$ cat src/rtl/vlc_pkg.sv
package vlc_pkg;
  // width of a scalar register index
  localparam int REG_W = 5;
  // width of the prefix length-control field
  localparam int FLD_W = 12;

  typedef enum logic [2:0] {
    LM_IDLE,
    LM_RSVD,
    LM_IMM,
    LM_REG,
    LM_BADREG,
    LM_BOTH
  } len_mode_e;
endpackage

$ cat src/rtl/vlc_prefix_dec.sv
module vlc_prefix_dec
  import vlc_pkg::*;
#(
  parameter int XLEN = 64,
  parameter int VLW  = $clog2(XLEN + 1)
) (
  input  logic [FLD_W-1:0] fld,
  input  logic [XLEN-1:0]  rdata,
  output logic             upd_vl,
  output logic             upd_mvl,
  output logic [VLW-1:0]   new_vl,
  output logic [REG_W-1:0] dst_idx,
  output logic             bad
);
  localparam logic [XLEN-1:0] XMAX = XLEN'(XLEN);

  len_mode_e        mode;
  logic             one_shot;
  logic [REG_W-1:0] dst_f;
  logic [REG_W-1:0] len_f;
  logic             src_is_reg;

  assign one_shot   = fld[11];
  assign dst_f      = fld[10:6];
  assign len_f      = fld[5:1];
  assign src_is_reg = fld[0];
  assign dst_idx    = dst_f;

  function automatic logic [VLW-1:0] clip(input logic [XLEN-1:0] v);
    if (v > XMAX) return VLW'(XLEN);
    return v[VLW-1:0];
  endfunction

  always_comb begin
    if (fld == '0)                           mode = LM_IDLE;
    else if (one_shot)                       mode = LM_BOTH;
    else if (fld[5:0] == '0)                 mode = LM_RSVD;
    else if (!src_is_reg)                    mode = LM_IMM;
    else if (len_f == '0)                    mode = LM_BADREG;
    else                                     mode = LM_REG;
  end

  always_comb begin
    upd_vl  = 1'b0;
    upd_mvl = 1'b0;
    bad     = 1'b0;
    new_vl  = '0;
    unique case (mode)
      LM_IMM: begin
        upd_vl = 1'b1;
        new_vl = clip({{(XLEN-REG_W){1'b0}}, len_f} + XLEN'(1));
      end
      LM_REG: begin
        upd_vl = 1'b1;
        new_vl = clip(rdata);
      end
      LM_BOTH: begin
        upd_vl  = 1'b1;
        upd_mvl = 1'b1;
        new_vl  = clip({{(XLEN-6){1'b0}}, fld[5:0]} + XLEN'(1));
      end
      LM_RSVD, LM_BADREG: bad = 1'b1;
      default: ;
    endcase
  end
endmodule

$ cat src/rtl/vlc_setvl_calc.sv
module vlc_setvl_calc
  import vlc_pkg::*;
#(
  parameter int XLEN = 64,
  parameter int VLW  = $clog2(XLEN + 1)
) (
  input  logic [REG_W-1:0] src_idx,
  input  logic [VLW-1:0]   imm,
  input  logic [XLEN-1:0]  rdata,
  output logic [VLW-1:0]   new_vl,
  output logic             bad
);
  localparam logic [VLW-1:0] VL_MAX = VLW'(XLEN);

  logic [XLEN-1:0] imm_x;
  logic [XLEN-1:0] imm_dbl;

  assign imm_x   = XLEN'(imm);
  assign imm_dbl = {imm_x[XLEN-2:0], 1'b0};
  assign bad     = (imm > VL_MAX);

  always_comb begin
    if (src_idx == '0)          new_vl = imm;
    else if (rdata > imm_dbl)   new_vl = VL_MAX;
    else if (rdata > imm_x)     new_vl = rdata[VLW:1];
    else                        new_vl = rdata[VLW-1:0];
  end
endmodule

$ cat src/rtl/vlc_state.sv
module vlc_state
  import vlc_pkg::*;
#(
  parameter int XLEN = 64,
  parameter int VLW  = $clog2(XLEN + 1)
) (
  input  logic             clk,
  input  logic             rst,
  input  logic             pfx_valid,
  input  logic             pfx_upd_vl,
  input  logic             pfx_upd_mvl,
  input  logic [VLW-1:0]   pfx_vl,
  input  logic [REG_W-1:0] pfx_dst,
  input  logic             pfx_bad,
  input  logic             sv_valid,
  input  logic [VLW-1:0]   sv_vl,
  input  logic [REG_W-1:0] sv_dst,
  input  logic             sv_bad,
  output logic             wr_valid,
  output logic [REG_W-1:0] wr_idx,
  output logic [XLEN-1:0]  wr_data,
  output logic             illegal,
  output logic [VLW-1:0]   vl,
  output logic [VLW-1:0]   mvl
);
  localparam logic [VLW-1:0] VL_ONE = VLW'(1);
  localparam logic [VLW-1:0] VL_MAX = VLW'(XLEN);

  logic             sel_upd;
  logic             sel_mvl;
  logic             sel_bad;
  logic [VLW-1:0]   sel_vl;
  logic [REG_W-1:0] sel_dst;

  // prefix request wins over a set-length request in the same cycle
  always_comb begin
    if (pfx_valid) begin
      sel_upd = pfx_upd_vl;
      sel_mvl = pfx_upd_mvl;
      sel_bad = pfx_bad;
      sel_vl  = pfx_vl;
      sel_dst = pfx_dst;
    end else begin
      sel_upd = sv_valid && !sv_bad;
      sel_mvl = 1'b0;
      sel_bad = sv_valid && sv_bad;
      sel_vl  = sv_vl;
      sel_dst = sv_dst;
    end
  end

  always_ff @(posedge clk) begin
    if (rst) begin
      vl       <= VL_ONE;
      mvl      <= VL_ONE;
      wr_valid <= 1'b0;
      wr_idx   <= '0;
      wr_data  <= '0;
      illegal  <= 1'b0;
    end else begin
      illegal  <= sel_bad;
      wr_valid <= sel_upd && (sel_dst != '0);
      wr_idx   <= sel_dst;
      wr_data  <= {{(XLEN-VLW){1'b0}}, sel_vl};
      if (sel_upd) vl <= sel_vl;
      if (sel_upd && sel_mvl) mvl <= sel_vl;
    end
  end


  property p_bad_freezes;
    @(posedge clk) disable iff (rst)
      illegal |-> (vl == $past(vl)) && (mvl == $past(mvl)) && !wr_valid;
  endproperty
  illegal_freeze_chk: assert property (p_bad_freezes);


  property p_wr_matches_vl;
    @(posedge clk) disable iff (rst)
      wr_valid |-> (wr_data == {{(XLEN-VLW){1'b0}}, vl}) && (wr_idx != '0);
  endproperty
  wr_data_vl_chk: assert property (p_wr_matches_vl);


  property p_both_equal;
    @(posedge clk) disable iff (rst)
      $past(pfx_valid && pfx_upd_mvl) |-> (vl == mvl);
  endproperty
  one_shot_pair_chk: assert property (p_both_equal);


  property p_mvl_only_oneshot;
    @(posedge clk) disable iff (rst)
      !$past(pfx_valid && pfx_upd_mvl) |-> $stable(mvl);
  endproperty
  mvl_hold_chk: assert property (p_mvl_only_oneshot);


  property p_vl_range;
    @(posedge clk) disable iff (rst)
      (vl <= VL_MAX) && (mvl <= VL_MAX) && (mvl != '0);
  endproperty
  vl_range_chk: assert property (p_vl_range);
endmodule

$ cat src/rtl/vlen_ctrl.sv
module vlen_ctrl
  import vlc_pkg::*;
#(
  parameter int XLEN = 64,
  parameter int VLW  = $clog2(XLEN + 1)
) (
  input  logic             clk,
  input  logic             rst,
  input  logic             pfx_valid,
  input  logic [FLD_W-1:0] pfx_field,
  input  logic [XLEN-1:0]  pfx_rdata,
  input  logic             sv_valid,
  input  logic [REG_W-1:0] sv_src_idx,
  input  logic [REG_W-1:0] sv_dst_idx,
  input  logic [VLW-1:0]   sv_imm,
  input  logic [XLEN-1:0]  sv_rdata,
  output logic             wr_valid,
  output logic [REG_W-1:0] wr_idx,
  output logic [XLEN-1:0]  wr_data,
  output logic             illegal,
  output logic [VLW-1:0]   vl,
  output logic [VLW-1:0]   mvl
);
  logic             p_upd_vl;
  logic             p_upd_mvl;
  logic [VLW-1:0]   p_vl;
  logic [REG_W-1:0] p_dst;
  logic             p_bad;
  logic [VLW-1:0]   s_vl;
  logic             s_bad;

  vlc_prefix_dec #(.XLEN(XLEN), .VLW(VLW)) u_dec (
    .fld     (pfx_field),
    .rdata   (pfx_rdata),
    .upd_vl  (p_upd_vl),
    .upd_mvl (p_upd_mvl),
    .new_vl  (p_vl),
    .dst_idx (p_dst),
    .bad     (p_bad)
  );

  vlc_setvl_calc #(.XLEN(XLEN), .VLW(VLW)) u_calc (
    .src_idx (sv_src_idx),
    .imm     (sv_imm),
    .rdata   (sv_rdata),
    .new_vl  (s_vl),
    .bad     (s_bad)
  );

  vlc_state #(.XLEN(XLEN), .VLW(VLW)) u_state (
    .clk         (clk),
    .rst         (rst),
    .pfx_valid   (pfx_valid),
    .pfx_upd_vl  (p_upd_vl),
    .pfx_upd_mvl (p_upd_mvl),
    .pfx_vl      (p_vl),
    .pfx_dst     (p_dst),
    .pfx_bad     (p_bad),
    .sv_valid    (sv_valid),
    .sv_vl       (s_vl),
    .sv_dst      (sv_dst_idx),
    .sv_bad      (s_bad),
    .wr_valid    (wr_valid),
    .wr_idx      (wr_idx),
    .wr_data     (wr_data),
    .illegal     (illegal),
    .vl          (vl),
    .mvl         (mvl)
  );
endmodule

$ cat config.mk
export PLATFORM = sky130hd
export DESIGN_NAME = vlen_ctrl
export DESIGN_NICKNAME = d
export VERILOG_FILES = /design/src/rtl/vlc_pkg.sv /design/src/rtl/vlc_prefix_dec.sv /design/src/rtl/vlc_setvl_calc.sv /design/src/rtl/vlc_state.sv /design/src/rtl/vlen_ctrl.sv
export SDC_FILE = /design/constraint.sdc
export NUM_CORES = 1
export LEC_CHECK = 0
export BUFFER_PORTS_ARGS = -buffer_cell sky130_fd_sc_hd__clkbuf_2
export CAP_MARGIN = 20
export CORE_MARGIN = 5
export CORE_UTILIZATION = 36
export CTS_BUF_LIST = sky130_fd_sc_hd__clkbuf_8
export CTS_CLUSTER_DIAMETER = 100
export DETAILED_ROUTE_END_ITERATION = 8
export PLACE_DENSITY = 0.79
export SLEW_MARGIN = 0
export SYNTH_ARGS = -nofsm -noshare
export SYNTH_HDL_FRONTEND = slang
export SYNTH_HIERARCHICAL = 1
export SYNTH_SLANG_ARGS = --single-unit
$ cat constraint.sdc
create_clock -name clk -period 2.3 [get_ports clk]
set_clock_uncertainty 0.1 [all_clocks]
set_input_delay 0.115 -clock clk [delete_from_list [all_inputs] [get_ports clk]]
set_output_delay 0.115 -clock clk [all_outputs]
set_load 0.05 [all_outputs]
**After elaboration in Yosys (flattened, before gate mapping)**

Index checks and enable logic that the tools add are counted.

- Input bits: 161
- Output and inout bits: 85
- Register bits after elaboration: 85
- Logic and storage cells: 61

- $lt $le $gt $ge: 6
- Muxes and demuxes: 29
- Equal/unequal tests: 5
- Reduce and logical (&&, ||, !) cells: 12
- Add/subtract/negate cells: 2

Operator list:

| kind | number |
|---|---|
| $gt 64x7->1 const B | 3 |
| $mux 7 | 10 |
| $gt 64x7->1 | 1 |
| $gt 64x8->1 | 1 |
| $pmux 7 s3 | 1 |
| $mux 3 | 5 |
| $logic_not 12->1 | 1 |
| $mux 1 | 12 |
| $logic_not 5->1 | 2 |
| $add 6x1->7 const B | 1 |
| $gt 7x7->1 const B | 1 |
| $add 5x1->6 const B | 1 |
| $eq 3x2->1 const B | 2 |
| $eq 3x3->1 const B | 2 |
| $logic_not 6->1 | 1 |
| $mux 5 | 1 |
| $reduce_bool 5->1 | 1 |
| $logic_and 1x1->1 | 4 |
| $eq 3x1->1 const B | 1 |
| $reduce_or 3->1 | 1 |
| $reduce_or 2->1 | 1 |
| $logic_not 1->1 | 1 |

**Logic depth before layout (Yosys ltp)**

Gate-level depths: netlist of run 1.

- Depth in word-level cells: 11
- Gate-level depth with buffers: 11
- Depth with buffers taken out: 11

**By module**

The synthesis of run 1 kept the hierarchy.

By module, submodules not included:

| module | instances | sequential area each (µm²) | area an instance (µm²) | cells an instance |
|---|---|---|---|---|
| vlc_state | 1 | 560.5 | 1,557.7 | 157 |
| vlc_setvl_calc | 1 | 0.0 | 670.6 | 89 |
| vlc_prefix_dec | 1 | 0.0 | 566.8 | 90 |

**Least setup slack after synthesis of run 1**

No wires, ideal clock.

- Kind: input to register
- Start point: input sv_imm[5]
- End point: register u_state.vl[0]
- Required time: 2.086 ns
- Library setup time: 0.114 ns
- Buffers on the path: 0
- Arrival: 2.024 ns
- Cell stages on the path: 11
- Slack: 0.062 ns
- Cells stage by stage: inv_1 -> ha_1 -> a21o_1 -> a211oi_1 -> o21ai_1 -> a31oi_4 -> mux2i_1 -> o21ai_1 -> nor4bb_1 -> a311o_1 -> a21o_1

- Word-level cells in the longest chain between the ends: 5
- Elaborated cells on any way between the ends: 10
- Classes of those cells: 3 x order compare; 5 x mux; 2 x reduce/logical

RTL lines:

| item | line | text |
|---|---|---|
| start: declaration | vlen_ctrl.sv:15 | `input logic [VLW-1:0] sv_imm,` |
| $gt 64x7->1 | vlc_setvl_calc.sv:25 | `else if (rdata > imm_x) new_vl = rdata[VLW:1];` |
| $mux 7 | vlc_setvl_calc.sv:25 |  |
| $mux 7 (*) | vlc_setvl_calc.sv:24 | `else if (rdata > imm_dbl) new_vl = VL_MAX;` |
| $mux 7 (*) | vlc_setvl_calc.sv:23 | `if (src_idx == '0) new_vl = imm;` |
| via s_vl[0] | vlen_ctrl.sv:29 | `logic [VLW-1:0] s_vl;` |
| $mux 7 (*) | vlc_state.sv:37 | `if (pfx_valid) begin` |
| end signal: assignment | vlc_state.sv:65 | `if (sel_upd) vl <= sel_vl;` |
| end: declaration | vlc_state.sv:23 | `output logic [VLW-1:0] vl,` |

Mark *: on every way through the listed nets, which the timed path passes. The rest lies on a longest branch.
A chain may end at the register's enable or synchronous reset.

**Worst setup path in the final report of run 1**

Same ends and word-level chain as after synthesis.

==> flow_summary.ini, run 1 <==
[sta]
fin_crit_sh_pct = 96.4
finalHoldViolCount = 0
max_freq_ghz = 0.451
worst_pin_slew_ps = 652
relSlewSlack_pct = 56.6
setup_viol = 0
hold_ws_ps = 6.07
slew_viol_final = 0
rsz0062_at_grt = false
period_minus_slack_ps = 2220

[global_route]
grt_max_degree = 29
grt-ovfl-total = 0
grt_pass1_vias = 2998
grt_pass1_wl_um = 14700
antenna_found_initial = 0
grt_usage_pct = 18.4

[worst_setup_path]
cpMaxStageDelayCell = a31oi_4
cp_max_fo = 7
r2r_setup_slack_ps = 1310
crit_arrival_ps = 2290
path_cells = clkbuf_2 > inv_1 > ha_1 > a21o_1 > a211oi_2 > o21ai_1 > a31oi_4 > mux2i_1 > o21ai_1 > nor4bb_1 > a311o_1 > a21o_1
reg2reg_from = u_state/vl[6]
critical_path_class = primary input to register
crit_start = sv_imm[5]
endpoint_kind = register
cp.required_ps = 2380
endpoint = u_state/vl[0]
start_kind = primary input
critical_path.max_stage_delay_ps = 320
rr_endpoint = u_state/vl[6]
rr_worst_depth = 2

[placement]
gp_congestion = 0.877
dp.final_hpwl_um = 8600
dpl_cell_area_um2 = 3760
portBuffers = 188

[floorplanning]
die_x_um = 98.1
die_h_um = 98.1
core_um2 = 7650
ioPinCount = 246
std_cell_rows = 32
die_area_um2 = 9630
start_util_pct = 36.6

[layout]
syn2layout_area_growth_pct = 37.4
design_area_um2 = 3840
final_cell_mix = 188 x clkbuf_2, 57 x conb_1, 28 x nor4_1, 28 x dfxtp_1, 27 x buf_4
fin_nets = 724
layout_commonest_cell = clkbuf_2
num_antenna_cells = 0
n_fill_cell = 717
drive_above_1_share_pct = 44.9

[clock_tree]
path_clk_slew_ps = 90
cts_max_path_buffers = 2
insertion_delay_ps = 270
post-cts-setup-buffers = 0
cts_max_level = 1
root_buffer = clkbuf_8
cts_sinks = 28
cts_inserted_buffers = 3
cts_tree = done

[yosys]
syn-mean-instance-area_um2 = 8.32
synth_flop_cell = dfxtp_1
netlist_area_um2 = 2800
synth-async-reset-ratio_pct = 0
ys_warn_count = 6
ys_types = 55
synthCells = 336
synth_edf_count = 0
ys_ff_latch = 28
seq_area_frac_synth_pct = 20.1

[drt]
drt_iter0_markers = 152
routedWlPerCell_um = 15.1
ant_nets = 0
drt_first_pass_iters = 4
drc_errors = 0
drt-vias-per-instance = 4.82
wirelength_um = 9770
dr_total_vias = 3107

[worst_hold_path]
hold_start = sv_dst_idx[2]
hp-class = primary input to register

[power_and_ir_drop]
ir_drop_mv = 0.241
p_leak_uw = 0.00207
totalPowerFinal_uw = 1540
power_density_nw_per_um2 = 401

[outcome]
status = complete, no violations

[run]
maxCapViolCount = 0
==> where the power goes <==
group | internal (uW) | total [uW] | switching (uW) | leakage, uW
clock network | 118 | 269 | 151 | 0.0000216
registers | 511 | 522 | 11.5 | 0.000230
logic | 240 | 749 | 509 | 0.00181
total | 869 | 1540 | 672 | 0.00207
==> layer usage <==
metal	GRT usage (%)	wire length, um	vias to the layer above	part of all wire (%)
li1	-	-	1519	-
met1	22.1	3910	1439	40
met2	33.1	4930	141	50
met3	4.86	876	8	9.0
met4	3.09	60	0	0.61
met5	0	0	-	0
==> repair_timing <==
item,in CTS,in global routing
gates resized for setup,0,1
hold endpoints to repair,3,0
endpoints found under the setup margin,0,4
hold buffers,3,0
==> registers in the layout, indices dropped and copies added, names as in the netlist <==
register / count
u_state/illegal: 1
u_state/wr_idx: 5
u_state/wr_valid: 1
u_state/mvl: 7
u_state/vl: 7
u_state/wr_data: 7
==> cells by family after synthesis <==
kind of cell / count (synthesis) / synth area share (%)
xor gates and xnor gates: 6 / 1.88
and+or+nand+nor: 111 / 24.8
DFF: 28 / 20.1
buffers and inverters: 93 / 21.4
muxes: 31 / 11.4
adders and majority gates: 18 / 8.06
AOI/OAI and AO/OA: 48 / 12.3
other: 1 / 0.134
==> synth_stat cells (2+ instances only) <==
master	instances	area, um^2
o41ai_1	2	17.5
or4_4	2	22.5
nand4_1	10	62.6
nor3_1	4	20.0
a21o_1	3	22.5
a31oi_1	4	25.0
buf_2	4	20.0
xnor2_1	3	26.3
nor4_1	28	175
a22oi_1	4	30.0
nand3_1	5	25.0
o21ai_0	5	25.0
clkbuf_1	2	7.51
ha_1	18	225
nor2_1	24	90.1
dfxtp_1	28	561
mux2_2	6	67.6
inv_1	23	86.3
buf_4	63	473
a32oi_1	2	17.5
nor3b_2	2	25.0
mux2i_1	25	250
xor2_1	3	26.3
nor2b_1	8	50.1
o21ai_1	4	20.0
a21oi_1	7	35.0
nand3b_1	2	15.0
nor2_2	6	37.5
nand2_1	7	26.3
o22ai_1	7	43.8
==> final cells by class <==
type | instances | area (um^2) | share of cell area (%)
clock buffers | 3 | 41.3 | 1.07
well taps | 102 | 128 | 3.32
repair buffers | 218 | 1170 | 30.6
multi-input cells | 271 | 1850 | 48.2
inverters | 23 | 86.3 | 2.25
flip-flops and latches | 28 | 561 | 14.6
==> worst max-delay path: cells and delay by family <==
family,cells,cell delay [ps]
AND/OR/NAND/NOR,1,150
adder cells (fa/ha/maj),1,290
AO/OA/AOI/OAI,7,1350
multiplexers,1,240
buffers and inverters,2,140
==> how the worst min path moves through the flow <==
stage,endpoint,cells past startpoint
global placement,u_state/wr_idx[4],3
global route,u_state/wr_idx[2],3
floorplan,u_state/wr_idx[0],2
CTS,u_state/wr_idx[2],3
detailed placement,u_state/wr_idx[1],3
finish,u_state/wr_idx[2],3
==> stage by stage <==
stage | setup TNS (ps) | util, % | cells | setup slack, ps
3_5_place_dp | -867 | 49.2 | 639 | -223
4_1_cts | 0 | 50.2 | 645 | 60.6
2_1_floorplan | 0 | - | 392 | 61.8
5_1_grt | 0 | 50.2 | 645 | 8.10
6_report | 0 | 50.2 | 645 | 81.9
3_3_place_gp | -430 | 49.2 | 639 | -130
No activity file was read; power rests on OpenSTA's default activity.
==> run 2: changes to the inputs <==
- ABC_AREA: unset -> 1
- CORE_UTILIZATION: 36 -> 38
- PLACE_DENSITY: 0.79 -> 0.78
==> run 2 against run 1 <==
Non-clock buffer count is 30 lower. Design area is 7.2% higher. Final cell count is 27% higher. Hold slack better by 5.9 ps. Sequential cell count stayed put. Maximum frequency is 30% higher. Synthesized cell count is 59% higher. Die area is 11% higher. Register-to-register slack better by 180 ps. Worst setup slack better by 510 ps. Clock power is 40% higher. Largest power group unchanged.
==> flow_summary.ini, run 2 <==
[clock_tree]
post-cts-setup-buffers = 0
postCtsResizedCells = 0
cts_tree = done
cts_sinks = 28
root_buffer = clkbuf_8
cts_inserted_buffers = 3
cts_max_path_buffers = 2
cts_max_level = 1
path_clk_slew_ps = 90
holdBufCountCts = 0
insertion_delay_ps = 270

[worst_setup_path]
critPathTopFamily = simple AND/OR/NAND/NOR gates
path_buf_inv = 3
critical_path_class = primary input to register
path_cells = clkbuf_2 > inv_1 > ha_1 > nand4_2 > nand2_2 > o21ai_0 > nand2_1 > nand2_4 > inv_2 > nor2_1 > nor2_1
crit_start = pfx_field[0]
crit_arrival_ps = 1770
crit_top_cell = nor2_1
reg2reg_from = u_state/mvl[4]
cp.required_ps = 2360
endpoint_kind = register
critical_path.max_stage_delay_ps = 340
cpMaxStageDelayCell = o21ai_0
cp_max_fo = 9
start_kind = primary input

[layout]
multi_input_area_um2 = 2190
layout_commonest_cell = clkbuf_2
syn2layout_area_growth_pct = 24.9
num_antenna_cells = 0
fin_nets = 894
drive_above_1_share_pct = 36.7
seq_area_um2 = 561
final_cell_mix = 188 x clkbuf_2, 117 x nand2_1, 105 x nor2_1
n_fill_cell = 907
reg_top3 = u_state/mvl x7, u_state/vl x7, u_state/wr_data x7

[drt]
ant_nets = 0
drt_first_pass_iters = 4
routedWlPerCell_um = 11.4
drt-vias-per-instance = 4.40
wirelength_um = 9370
drc_errors = 0
drt_iter0_markers = 95
dr_total_vias = 3613

[placement]
portBuffers = 188
dp.final_hpwl_um = 8470
place_ws_ps = 341
gp_congestion = 0.875

[yosys]
ys_top_cells_by_count = 117 x nand2_1, 105 x nor2_1, 62 x buf_4
synth.area.top_cells = dfxtp_1 17%, buf_4 14%, nand2_1 13%, nor2_1 12%, ha_1 6.8%
ys_types = 37
yosysTopAreaCell = dfxtp_1
synth_edf_count = 0
yosys.cell_count.top_type = nand2_1
netlist_area_um2 = 3300
seq_area_frac_synth_pct = 17.0
ys_warn_count = 6
synth-async-reset-ratio_pct = 0
syn-mean-instance-area_um2 = 6.16
synth_flop_cell = dfxtp_1
ys_ff_latch = 28
yosysTopAreaCellShare_pct = 17.0
synthCells = 535

[power_and_ir_drop]
p_sw_uw = 704
ir_drop_mv = 0.240
p_int_uw = 956
p_leak_uw = 0.00237
p_sw_share_pct = 42.4
power_density_nw_per_um2 = 403
pwr-share-seq_pct = 31.8
share_comb_of_total_power_pct = 45.6
clkPwrFrac_pct = 22.6

[sta]
finalHoldViolCount = 0
setup_viol = 0
period_minus_slack_ps = 1710
slew_viol_final = 0
max_freq_ghz = 0.586
rsz0062_at_grt = false
worst_slack_ps = 593
setup_tns_ps = 0
fin_crit_sh_pct = 74.2

[floorplanning]
die_x_um = 103
std_cell_rows = 34
core_um2 = 8590
die_area_um2 = 10600
die_h_um = 103
start_util_pct = 38.4
ioPinCount = 246

[global_route]
grt_pass1_wl_um = 14000
grt_max_degree = 20
grt-ovfl-total = 0
grt_usage_pct = 16.0
antenna_found_initial = 0
grt_pass1_vias = 3321

[worst_hold_path]
hp-class = primary input to register
hold_start = sv_dst_idx[3]

[outcome]
status = complete, no violations

[run]
maxCapViolCount = 0
-- run 2: cell type report --
cell class                 instances  area share, %
clock buffer                       3           1.00
clock inverter                     1          0.729
inverter                          58           5.47
multi-input combinational        436           53.1
sequential                        28           13.6
tap                              108           3.28
timing repair buffer             188           22.8
-- run 2: final timing paths --
kind | endpoint | slack [ps] | cells after the start
worst max register to register | u_state/mvl[4] | 1490 | 2
worst min-delay path | u_state/wr_idx[3] | 10 | 3
worst min register to register | u_state/mvl[1] | 370 | 2
worst max-delay path | u_state/vl[3] | 590 | 11
-- run 2: cells by family (layout without fill, tap and decap cells) --
logic type | after synthesis | count (layout) | synth area share [%]
xor+xnor | 1 | 1 | 0.266
buf+inv | 127 | 250 | 23.1
other cells | 1 | 57 | 0.114
fa+ha+maj | 18 | 18 | 6.83
simple gates | 324 | 324 | 46.4
compound gates | 36 | 36 | 6.34
flops | 28 | 28 | 17.0
-- run 2: stage by stage --
step | cell area, um^2 | utilization [%] | power, uW | std cells | hold WS, ps
6_report | 4120 | 47.9 | 1660 | 822 | 12.0
5_1_grt | 4120 | 47.9 | 1760 | 822 | 35.7
4_1_cts | 4120 | 47.9 | 1660 | 822 | 15.1
3_5_place_dp | 4050 | 47.1 | 1290 | 818 | 300
3_3_place_gp | 4050 | 47.1 | 1290 | 818 | 300
2_1_floorplan | 3510 | - | 1160 | 591 | 175
-- run 2: worst reg2reg max path: stages, from the launching register on --
cell and delay [ps]:
dfxtp_1 320, o21ai_0 230, a21oi_2 50
-- run 2: layer usage --
metal | part of all wire (%) | vias to the layer above | global-route usage (%) | wire, um
met5 | 0 | - | 0 | 0
met1 | 37 | 1511 | 17.8 | 3460
met4 | 0.15 | 0 | 1.79 | 14
li1 | - | 1912 | - | -
met2 | 52 | 188 | 32.7 | 4860
met3 | 11 | 2 | 2.23 | 1040
-- run 2: power by group through the flow --
stage               combinational, uW  sequential, uW  clock (uW)
floorplan                         519             638           0
global placement                  748             540           0
detailed placement                753             539           0
CTS                               756             528         379
global route                      823             531         403
finish                            757             527         376
